### src/rtl/checkstop_pkg.sv
package checkstop_pkg;

    // Register geometry; positions use MSB-first numbering (bit 0 = MSB).
    localparam int unsigned WORD_W     = 32;
    localparam int unsigned CE_POS     = 0;
    localparam int unsigned CAUSE_POS  = 1;
    localparam int unsigned CAUSE_MAX  = 11;
    localparam int unsigned RSV_LO_POS = 12;
    localparam int unsigned RSV_HI_POS = 14;
    localparam int unsigned EN_POS     = 15;
    localparam int unsigned EN_W       = WORD_W - EN_POS;
    localparam int unsigned MC_EN_POS  = 16;
    localparam int unsigned SRC_EN_OFS = MC_EN_POS - EN_POS;
    localparam int unsigned RST_EN_A   = 15;
    localparam int unsigned RST_EN_B   = 24;

    // Convert an MSB-first position into a vector index.
    function automatic int unsigned be_idx(input int unsigned pos);
        return WORD_W - 1 - pos;
    endfunction

    // Reset value of the enable field (index j holds position EN_POS+j).
    function automatic logic [EN_W-1:0] en_reset_vec();
        logic [EN_W-1:0] v;
        for (int unsigned j = 0; j < EN_W; j++) begin
            v[j] = ((EN_POS + j) == RST_EN_A) || ((EN_POS + j) == RST_EN_B);
        end
        return v;
    endfunction

endpackage

### src/rtl/checkstop_spr_decode.sv
module checkstop_spr_decode #(
    parameter int unsigned SPR_NUM_W = 10,
    parameter int unsigned SPR_ADDR  = 1008
) (
    input  logic                 valid_i,
    input  logic                 we_i,
    input  logic [SPR_NUM_W-1:0] num_i,
    input  logic                 sup_i,
    input  logic                 halted_i,
    output logic                 rd_hit_o,
    output logic                 wr_ok_o,
    output logic                 priv_err_o
);
    localparam logic [SPR_NUM_W-1:0] SEL = SPR_NUM_W'(SPR_ADDR);

    logic addr_hit;

    always_comb begin
        addr_hit   = valid_i && (num_i == SEL);
        rd_hit_o   = addr_hit && sup_i && !we_i;
        wr_ok_o    = addr_hit && sup_i && we_i && !halted_i;
        priv_err_o = addr_hit && !sup_i;
    end
endmodule

### src/rtl/checkstop_qualify.sv
module checkstop_qualify #(
    parameter int unsigned NUM_SRC = 11
) (
    input  logic [NUM_SRC-1:0] src_i,
    input  logic [NUM_SRC-1:0] src_en_i,
    input  logic               msr_me_i,
    input  logic               ce_i,
    input  logic               halted_i,
    output logic [NUM_SRC-1:0] qual_o,
    output logic               take_o
);
    for (genvar k = 0; k < NUM_SRC; k++) begin : g_src
        if (k == 0) begin : g_mc
            // Machine check becomes a checkstop only with exceptions disabled.
            assign qual_o[k] = src_i[k] && src_en_i[k] && !msr_me_i;
        end else begin : g_plain
            assign qual_o[k] = src_i[k] && src_en_i[k];
        end
    end

    assign take_o = ce_i && (|qual_o) && !halted_i;
endmodule

### src/rtl/checkstop_regpack.sv
module checkstop_regpack
    import checkstop_pkg::*;
#(
    parameter int unsigned NUM_SRC = 11
) (
    input  logic               ce_i,
    input  logic [EN_W-1:0]    en_i,
    input  logic [NUM_SRC-1:0] cause_i,
    input  logic [WORD_W-1:0]  wdata_i,
    output logic [WORD_W-1:0]  word_o,
    output logic               wr_ce_o,
    output logic [EN_W-1:0]    wr_en_o
);
    localparam int unsigned CE_IDX     = be_idx(CE_POS);
    localparam int unsigned RO_HI_IDX  = be_idx(CAUSE_POS);
    localparam int unsigned RO_LO_IDX  = be_idx(RSV_HI_POS);

    logic wdata_unused;

    assign word_o[CE_IDX] = ce_i;
    assign wr_ce_o        = wdata_i[CE_IDX];

    for (genvar k = 0; k < CAUSE_MAX; k++) begin : g_cause
        localparam int unsigned IDX = be_idx(CAUSE_POS + k);
        if (k < NUM_SRC) begin : g_used
            assign word_o[IDX] = cause_i[k];
        end else begin : g_zero
            assign word_o[IDX] = 1'b0;
        end
    end

    for (genvar r = RSV_LO_POS; r <= RSV_HI_POS; r++) begin : g_rsv
        localparam int unsigned IDX = be_idx(r);
        assign word_o[IDX] = 1'b0;
    end

    for (genvar j = 0; j < EN_W; j++) begin : g_en
        localparam int unsigned IDX = be_idx(EN_POS + j);
        assign word_o[IDX] = en_i[j];
        assign wr_en_o[j]  = wdata_i[IDX];
    end

    // Cause and reserved positions are not writable.
    assign wdata_unused = ^wdata_i[RO_HI_IDX:RO_LO_IDX];
endmodule

### src/rtl/checkstop_ctrl.sv
module checkstop_ctrl
    import checkstop_pkg::*;
#(
    parameter int unsigned NUM_SRC   = 11,
    parameter int unsigned SPR_NUM_W = 10,
    parameter int unsigned SPR_ADDR  = 1008
) (
    input  logic                 clk_i,
    input  logic                 rst_ni,
    input  logic [NUM_SRC-1:0]   src_i,
    input  logic                 msr_me_i,
    input  logic                 spr_valid_i,
    input  logic                 spr_we_i,
    input  logic [SPR_NUM_W-1:0] spr_num_i,
    input  logic                 spr_sup_i,
    input  logic [31:0]          spr_wdata_i,
    output logic [31:0]          spr_rdata_o,
    output logic                 priv_err_o,
    output logic                 halt_o,
    output logic                 freeze_o
);
    localparam logic [EN_W-1:0] EN_RST = en_reset_vec();

    typedef struct packed {
        logic               ce;
        logic [EN_W-1:0]    en;
        logic [NUM_SRC-1:0] cause;
        logic               halt;
        logic               freeze;
    } state_t;

    state_t state_d, state_q;

    logic               rd_hit, wr_ok, take;
    logic [NUM_SRC-1:0] qual;
    logic [WORD_W-1:0]  word_rd;
    logic               wr_ce;
    logic [EN_W-1:0]    wr_en;
    logic [EN_W:0]      cfg_view;
    logic [NUM_SRC-1:0] cause_view;

    checkstop_spr_decode #(
        .SPR_NUM_W(SPR_NUM_W),
        .SPR_ADDR (SPR_ADDR)
    ) u_decode (
        .valid_i   (spr_valid_i),
        .we_i      (spr_we_i),
        .num_i     (spr_num_i),
        .sup_i     (spr_sup_i),
        .halted_i  (state_q.halt),
        .rd_hit_o  (rd_hit),
        .wr_ok_o   (wr_ok),
        .priv_err_o(priv_err_o)
    );

    checkstop_qualify #(
        .NUM_SRC(NUM_SRC)
    ) u_qualify (
        .src_i   (src_i),
        .src_en_i(state_q.en[SRC_EN_OFS +: NUM_SRC]),
        .msr_me_i(msr_me_i),
        .ce_i    (state_q.ce),
        .halted_i(state_q.halt),
        .qual_o  (qual),
        .take_o  (take)
    );

    checkstop_regpack #(
        .NUM_SRC(NUM_SRC)
    ) u_regpack (
        .ce_i   (state_q.ce),
        .en_i   (state_q.en),
        .cause_i(state_q.cause),
        .wdata_i(spr_wdata_i),
        .word_o (word_rd),
        .wr_ce_o(wr_ce),
        .wr_en_o(wr_en)
    );

    // Next-state logic: the take decision uses the current (pre-write) state.
    always_comb begin
        state_d = state_q;
        if (wr_ok) begin
            state_d.ce = wr_ce;
            state_d.en = wr_en;
        end
        if (take) begin
            state_d.cause = state_q.cause | qual;
            state_d.halt  = 1'b1;
        end
        state_d.freeze = state_q.freeze || state_q.halt;
    end

    always_ff @(posedge clk_i or negedge rst_ni) begin
        if (!rst_ni) begin
            state_q.ce     <= 1'b0;
            state_q.en     <= EN_RST;
            state_q.cause  <= '0;
            state_q.halt   <= 1'b0;
            state_q.freeze <= 1'b0;
        end else begin
            state_q <= state_d;
        end
    end

    assign spr_rdata_o = rd_hit ? word_rd : '0;
    assign halt_o      = state_q.halt;
    assign freeze_o    = state_q.freeze;
    assign cfg_view    = {state_q.ce, state_q.en};
    assign cause_view  = state_q.cause;
endmodule

### config.mk
export PLATFORM = sky130hd
export DESIGN_NAME = checkstop_ctrl
export DESIGN_NICKNAME = d
export VERILOG_FILES = /design/src/rtl/checkstop_pkg.sv /design/src/rtl/checkstop_spr_decode.sv /design/src/rtl/checkstop_qualify.sv /design/src/rtl/checkstop_regpack.sv /design/src/rtl/checkstop_ctrl.sv
export SDC_FILE = /design/constraint.sdc
export NUM_CORES = 1
export LEC_CHECK = 0
export BUFFER_PORTS_ARGS = -buffer_cell sky130_fd_sc_hd__buf_2
export CAP_MARGIN = 20
export CORE_UTILIZATION = 35
export CTS_BUF_LIST = sky130_fd_sc_hd__clkbuf_2 sky130_fd_sc_hd__clkbuf_4 sky130_fd_sc_hd__clkbuf_8
export DETAILED_ROUTE_END_ITERATION = 16
export PLACE_DENSITY = 0.68
export SLEW_MARGIN = 20
export SYNTH_ARGS = -nofsm -noshare
export SYNTH_HDL_FRONTEND = slang
export SYNTH_SLANG_ARGS = --single-unit
### constraint.sdc
create_clock -name clk_i -period 4.77 [get_ports clk_i]
set_input_delay 0.477 -clock clk_i [delete_from_list [all_inputs] [get_ports clk_i]]
set_output_delay 0.477 -clock clk_i [all_outputs]
set_load 0.01 [all_outputs]
After elaboration in Yosys (flattened, before gate mapping)
Cells that the tools add are included.

storage, ports and cells
  flip-flop bits (word level) = 31
  logic and storage cells = 34

cells by class
  equality and inequality tests = 1
  mux-type cells = 1
  bitwise logic cells = 1
  reductions and logical operators = 26

operators by type and width
  operator                count
  $mux W32                1
  $logic_and A1 B1 Y1     20
  $or A11 B11 Y11         1
  $reduce_or A11 Y1       1
  $eq A10 B10 Y1 const B  1
  $logic_not A1 Y1        4
  $logic_or A1 B1 Y1      1

Longest topological paths before layout
Gate-level depths: netlist (run 1).

  depth after elaboration = 5
  mapped depth = 5
  gate-level depth less buffers = 3

Cells and area by module
From an unflattened synthesis (run 1), not the netlist that was laid out.

unflattened totals
  cells, all modules = 175
  area, all modules = 1948.1 um^2

by module, submodules not included
  module                times used  cells an instance  area each (um^2)
  checkstop_ctrl        1           100                1361.3
  checkstop_regpack     1           51                 379.1
  checkstop_qualify     1           16                 147.6
  checkstop_spr_decode  1           8                  60.1

Worst setup path after synthesis (run 1)
OpenSTA, ideal clock, no wires.

  path type = input -> output
  from = in spr_num_i[1]
  to = out spr_rdata_o[21]
  arrival = 1.733 ns
  slack = 2.560 ns
  stages = 5
  path through = or3_4 nor4_1 clkbuf_1 clkbuf_2 and2_1

on the way
  longest elaborated chain between the ends = 5

RTL lines
  element                           line                        text
  start: declaration                checkstop_ctrl.sv:14        input logic [SPR_NUM_W-1:0] spr_num_i,
  $eq A10 B10 Y1                    checkstop_spr_decode.sv:19  addr_hit = valid_i && (num_i == SEL);
  $logic_and A1 B1 Y1               checkstop_spr_decode.sv:19
  $logic_and A1 B1 Y1 (2 in a row)  checkstop_spr_decode.sv:20  rd_hit_o = addr_hit && sup_i && !we_i;
  $mux W32                          checkstop_ctrl.sv:106       assign spr_rdata_o = rd_hit ? word_rd : '0;
  end: declaration                  checkstop_ctrl.sv:17        output logic [31:0] spr_rdata_o,

No other way between the ends.

Worst setup path in the final report (run 1)
  from = in spr_num_i[1]
  to = out spr_rdata_o[30]

Same word-level chain as after synthesis.

==> results of run 1 <==
## routing by layer
metal / vias up / wire length (um) / track usage [%]
met3: 8 / 206 / 4.623
li1: 571 / - / -
met5: - / 0 / 0
met4: 0 / 61 / 7.181
met2: 49 / 1586 / 27.90
met1: 574 / 1393 / 19.07
## cells in the mapped netlist, drive strengths merged
cell type and number:
nor3 1, a22o 4, conb 1, a41o 1, nand4b 1, nor4 3, nor2b 1, inv 1
dfrtp 29, nand3b 1, a221oi 1, a31o 10, mux2 18, and2 29, nand4 1, clkbuf 4
or3 1, or2 1, nand2b 1, buf 4, nor2 1, a31oi 2, dfstp 2
## kinds of logic after synthesis
| logic type | share of synthesized area (%) |
|---|---|
| compound gates | 10.48 |
| buf+inv | 3.662 |
| flops | 52.98 |
| mux | 13.80 |
| other cells | 0.2553 |
| simple gates | 18.82 |
## critical path, cell delays in order
cell and delay, ps:
sky130_fd_sc_hd__buf_2 90, sky130_fd_sc_hd__or3_4 400, sky130_fd_sc_hd__nor4_2 650, sky130_fd_sc_hd__buf_4 340, sky130_fd_sc_hd__and2_1 150, sky130_fd_sc_hd__buf_2 140
## power by group
part,switching [mW],total (mW),leakage (nW),internal [mW]
clock,0.0895,0.203,0.0491,0.113
combinational,0.0146,0.0292,0.649,0.0147
sequential,0.000511,0.264,0.426,0.264
total,0.105,0.497,1.12,0.392
## layout make-up
type,instances,area share [%]
clock buffer,7,4.235
clock inverter,1,0.2528
inverter,1,0.1896
multi-input combinational,80,32.87
sequential,31,39.32
tap,50,3.161
timing repair buffer,78,19.97
## worst paths after layout
| path | startpoint | endpoint | cells after the start |
|---|---|---|---|
| worst max-delay path | spr_num_i[1] | spr_rdata_o[30] | 6 |
| worst min-delay path | rst_ni | cfg_view[12] | 1 |
| worst max register to register | halt_o | cfg_view[15] | 4 |
| max in group asynchronous | rst_ni | cause_view[7] | 1 |
| worst min register to register | cause_view[7] | cause_view[7] | 1 |
| min in group clk_i | spr_wdata_i[5] | cfg_view[11] | 2 |
## sequential cells by signal (all words and copies together) (netlist names)
signal and count:
cause_view 11, halt_o 1, cfg_view 18, freeze_o 1
## per-stage QoR
stage | cells | utilization [%]
2_1_floorplan | 120 | -
3_3_place_gp | 240 | 46.93
3_5_place_dp | 240 | 46.93
4_1_cts | 248 | 49.13
5_1_grt | 248 | 49.13
6_report | 248 | 49.13
==> flow_summary.ini, run 1 <==
[grt]
grt_start_max_net_pins = 32
grt_pass1_wl_um = 5423
grt_pass1_vias = 1231
grt_antenna_before_repair = 0
global_route.usage.total_pct = 16.42
overflow = 0

[route]
post_drt_wl_per_cell_um = 13.09
postRouteWirelength_um = 3247
number_of_detailed_route_iterations_in_the_first_pass = 4
number_of_nets_with_antenna_violations_after_detailed_routing = 0
routed-via-count = 1202
post-route-drc-count = 0
drt_iter0_markers = 33
drt-vias-per-instance = 4.847

[floorplan]
die_x_um = 66.79
die_h_um = 66.79
core_region_area_um2 = 4029
num_io_pins = 94
initial_core_util_pct = 36.46
floorplan.die_area_um2 = 4460
core.rowCount = 23

[sta]
finalHoldViolations = 0
finalCriticalPeriod_ps = 2736
slew-limit-headroom_pct = 38.84
min_period_over_period_pct = 57.35
timing.final.setup_violations = 0
skew_ps = 7.602
max_freq_ghz = 0.3655
fin_hold_ws_ps = 237.5
setup-tns-final_ps = 0
timing.final.ws_setup_ps = 2034
worst_slew_pin_slew_ps = 915.5
rsz0062_at_grt = false
drv_slew = 0

[synthesis]
postSynthRegisterBits = 31
synth_top_area_cell = sky130_fd_sc_hd__dfrtp_1
synthCells = 118
yosysWarningCount = 0
post_synth_num_cell_types = 27
synthDominantCellAreaShare_pct = 49.40
main_area_contributors_after_synthesis = sky130_fd_sc_hd__dfrtp_1 49%, sky130_fd_sc_hd__mux2_2 13%, sky130_fd_sc_hd__and2_1 12%, sky130_fd_sc_hd__a31o_2 6.0%, sky130_fd_sc_hd__dfstp_2 3.6%
syn-cell-area_um2 = 1469
avgSynthCellArea_um2 = 12.45
synth-seq-area-share_pct = 52.98

[power_and_ir_drop]
p_leak_nw = 1.124
powerDensity_nw_per_um2 = 250.9
ir_worst_vdd_v = 0.0001641
power.total_uw = 496.6

[setup_path]
critPathArrivalTime_ps = 2260
end_kind = output port
timing_worst_setup_path_type = in2out
setup.reg_to_reg.worst_slack_ps = 2870
crit_path_start_kind = input pin
timing.critical_path.fanout_max = 20
critPathRequiredTime_ps = 4290

[hold_path]
min-delay-path-class = in2async

[cells_and_area]
syn_to_final_growth_pct = 34.75
antennaDiodeCount = 0
mostFrequentLayoutCells = 76 x sky130_fd_sc_hd__buf_2, 29 x sky130_fd_sc_hd__and2_1, 29 x sky130_fd_sc_hd__dfrtp_1, 17 x sky130_fd_sc_hd__mux2_2, 10 x sky130_fd_sc_hd__a31o_2
final_common_cell = sky130_fd_sc_hd__buf_2
design_area_um2 = 1979
multiInputGateArea_um2 = 650.6
layout-drive-gt1-share_pct = 60.10
area.sequential_um2 = 778.2
finish.net_count = 256
nFillCells = 390

[placement]
gp_congestion = 0.6687
io_buffers = 76
dpl.hpwl_um = 2449
dp_slack_ps = 1985
postPlaceCellArea_um2 = 1891

[flow_run]
max_cap_violations = 0

[clock_network]
clk_root_buffer_cell = sky130_fd_sc_hd__clkbuf_8
cts_hold_buffers = 0
cts_tree = built
cts.repair.resized = 0
cts.sinks = 31
worstSkewPairLatency_ps = 270
cts.clk_slew.worst_paths_ps = 60
cts-buffers-inserted = 5
cts.repair_timing.setup_buffer_count = 0
htreeDepth = 2
clock_path_buffers = 2

[outcome]
status = completed
Note: power is estimated with default switching activity, not from simulation.
==> run 2, diff against run 1 <==
ABC_AREA = 1   (was unset)
PLACE_DENSITY = 0.67   (was 0.68)
clock period = 2.4 ns   (was 4.77 ns; I/O delays follow)
==> run 2 against run 1 <==
Effect of this change:
- sequential share of layout area decreased by 5.7 points
- synthesized cell count increased by 94%
- global-route usage decreased by 0.10 points
- wire length increased by 19%
==> flow_summary.ini, run 2 <==
[floorplan]
initial_core_util_pct = 36.96
core.rowCount = 25
core_region_area_um2 = 4817
die_h_um = 73.33
floorplan.die_area_um2 = 5377
num_io_pins = 94
die_x_um = 73.33

[setup_path]
crit_path_start_kind = input pin
critPathArrivalTime_ps = 1520
critPathRequiredTime_ps = 2160
r2r-start = cfg_view[4]
start_point_of_the_critical_path = spr_num_i[5]
end_kind = output port
timing_worst_setup_path_type = in2out
setup.reg_to_reg.worst_slack_ps = 1020
timing.critical_path.fanout_max = 17

[synthesis]
synth-seq-area-share_pct = 43.71
yosys.cell_count.top_type = sky130_fd_sc_hd__nand2_1
synth_simple_gate_area_share_pct = 42.80
most_used_standard_cells_in_the_synthesized_netlist = 70 x sky130_fd_sc_hd__nand2_1, 36 x sky130_fd_sc_hd__inv_1, 29 x sky130_fd_sc_hd__dfrtp_1
postSynth.topFlopCell = sky130_fd_sc_hd__dfrtp_1
synth_adder_area_share_pct = 0
main_area_contributors_after_synthesis = sky130_fd_sc_hd__dfrtp_1 41%, sky130_fd_sc_hd__nand2_1 15%, sky130_fd_sc_hd__inv_1 7.6%, sky130_fd_sc_hd__nand4_1 6.3%, sky130_fd_sc_hd__nor2_4 6.3%
synth-xor-area-share_pct = 0
synth-edff-count = 0
synthCells = 229
syn-cell-area_um2 = 1780
synth_top_family_by_area = simple AND/OR/NAND/NOR gates
synth_top_area_cell = sky130_fd_sc_hd__dfrtp_1
avgSynthCellArea_um2 = 7.775
async_flop_share_pct = 100.0
yosysWarningCount = 0
post_synth_num_cell_types = 24
portion_of_netlist_area_occupied_by_mux_cells_pct = 0
synth_compound_gate_area_share_pct = 0.4216
synthDominantCellAreaShare_pct = 40.76
postSynthRegisterBits = 31

[route]
postRouteWirelength_um = 3863
drt_iter0_markers = 49
post_drt_wl_per_cell_um = 10.38
post-route-drc-count = 0
number_of_nets_with_antenna_violations_after_detailed_routing = 0
number_of_detailed_route_iterations_in_the_first_pass = 4
routed-via-count = 1575
drt-vias-per-instance = 4.234

[sta]
setup-tns-final_ps = 0
max_freq_ghz = 0.5695
finalHoldViolations = 0
skew_ps = 7.794
fin_hold_ws_ps = 0.4395
min_period_over_period_pct = 73.16
finalCriticalPeriod_ps = 1756
rsz0062_at_grt = false
timing.final.setup_violations = 0
timing.final.ws_setup_ps = 644.2
worst_slew_pin_slew_ps = 695.2
slew-limit-headroom_pct = 53.66
drv_slew = 0

[cells_and_area]
design_area_um2 = 2315
finish.net_count = 363
layout-drive-gt1-share_pct = 35.41
antennaDiodeCount = 0
mostFrequentLayoutCells = 76 x sky130_fd_sc_hd__buf_2, 70 x sky130_fd_sc_hd__nand2_1, 36 x sky130_fd_sc_hd__inv_1, 29 x sky130_fd_sc_hd__dfrtp_1, 27 x sky130_fd_sc_hd__nor2_1
syn_to_final_growth_pct = 30.01
final_common_cell = sky130_fd_sc_hd__buf_2
largest_reg_flops = 18
nFillCells = 525

[clock_network]
clock_path_buffers = 2
clk_root_buffer_cell = sky130_fd_sc_hd__clkbuf_8
cts.repair_timing.setup_buffer_count = 0
htreeDepth = 2
cts.repair.resized = 0
cts_hold_buffers = 0
cts.sinks = 31
cts.clk_slew.worst_paths_ps = 70
cts-buffers-inserted = 5
worstSkewPairLatency_ps = 280
cts_tree = built

[grt]
grt_pass1_wl_um = 6527
grt_antenna_before_repair = 0
global_route.usage.total_pct = 16.32
overflow = 0
grt_pass1_vias = 1449
grt_start_max_net_pins = 32

[flow_run]
max_cap_violations = 0

[placement]
gp_congestion = 0.7203
dpl.hpwl_um = 2918
postPlaceCellArea_um2 = 2197
io_buffers = 76
dp_slack_ps = 606.1

[power_and_ir_drop]
pwr-share-clk_pct = 46.6
share_comb_of_total_power_pct = 6.7
net-switching-power_uw = 234.0
switching_share_pct = 20.79
powerDensity_nw_per_um2 = 486.1
internal_power_uw = 891.3
seq_power_share_pct = 46.7
p_leak_nw = 1.324
ir_worst_vdd_v = 0.0002465

[outcome]
status = completed

[hold_path]
min-delay-path-class = in2async
==> run 2: changes by cell type in the layout (fill, tap and decap cells not counted), sizes merged, moves of 2 or more <==
cell / before / now
a22o: 4 / 0
a31o: 10 / 0
a31oi: 2 / 0
and2: 29 / 0
inv: 1 / 37
mux2: 18 / 0
nand2: 0 / 71
nand3: 0 / 3
nand3b: 1 / 10
nand4: 1 / 19
nor2: 1 / 41
nor4: 3 / 0
==> run 2: cell families (layout without fill, tap and decap cells) <==
kind of cell	Yosys count	after routing
AND/OR/NAND/NOR	146	146
flip-flops	31	31
other	1	3
AO/OA/AOI/OAI	1	1
buffers and inverters	50	124
==> run 2: through the flow <==
step	utilization, %	cells	power (mW)
2_1_floorplan	-	231	0.5633
3_3_place_gp	45.61	364	0.6110
3_5_place_dp	45.61	364	0.6119
4_1_cts	48.05	372	1.147
5_1_grt	48.05	372	1.175
6_report	48.05	372	1.125
==> run 2: area by class of cell <==
type / count / area (um^2) / share of cell area (%)
clock inverter: 2 / 35.03 / 1.514
multi-input combinational: 150 / 780.7 / 33.73
clock buffer: 6 / 82.58 / 3.568
sequential: 31 / 778.2 / 33.62
timing repair buffer: 79 / 415.4 / 17.95
inverter: 37 / 138.9 / 6.000
tap: 67 / 83.83 / 3.622
==> run 2: layer usage <==
metal	track usage [%]	vias up	wire [um]
li1	-	839	-
met1	20.26	692	1698
met2	27.06	42	1935
met3	5.075	2	203
met4	5.342	0	26
met5	0	-	0
==> run 2: path summary, 6_finish.rpt <==
| check | end | cells past startpoint |
|---|---|---|
| setup / recovery | spr_rdata_o[31] | 9 |
| hold / removal | cause_view[8] | 1 |
| setup reg to reg | cause_view[2] | 6 |
| hold reg to reg | cause_view[10] | 2 |
| max in group asynchronous | cfg_view[13] | 1 |
| min in group clk_i | cfg_view[9] | 3 |
==> run 2: critical path: stages <==
cell and delay (ps):
sky130_fd_sc_hd__buf_2 70, sky130_fd_sc_hd__nand2_1 70, sky130_fd_sc_hd__nor2_2 130, sky130_fd_sc_hd__nand2_2 110, sky130_fd_sc_hd__nor2_8 90, sky130_fd_sc_hd__nand3_2 260
sky130_fd_sc_hd__buf_12 290, sky130_fd_sc_hd__nor2_1 100, sky130_fd_sc_hd__buf_2 140
==> run 2: power groups by stage <==
| stage | combinational [mW] | clock [mW] | sequential [mW] |
|---|---|---|---|
| after floorplan | 0.0278 | 0 | 0.535 |
| after global placement | 0.0755 | 0 | 0.535 |
| after detailed placement | 0.0764 | 0 | 0.535 |
| after CTS | 0.0766 | 0.545 | 0.526 |
| after global routing | 0.0856 | 0.563 | 0.526 |
| final | 0.0750 | 0.524 | 0.526 |
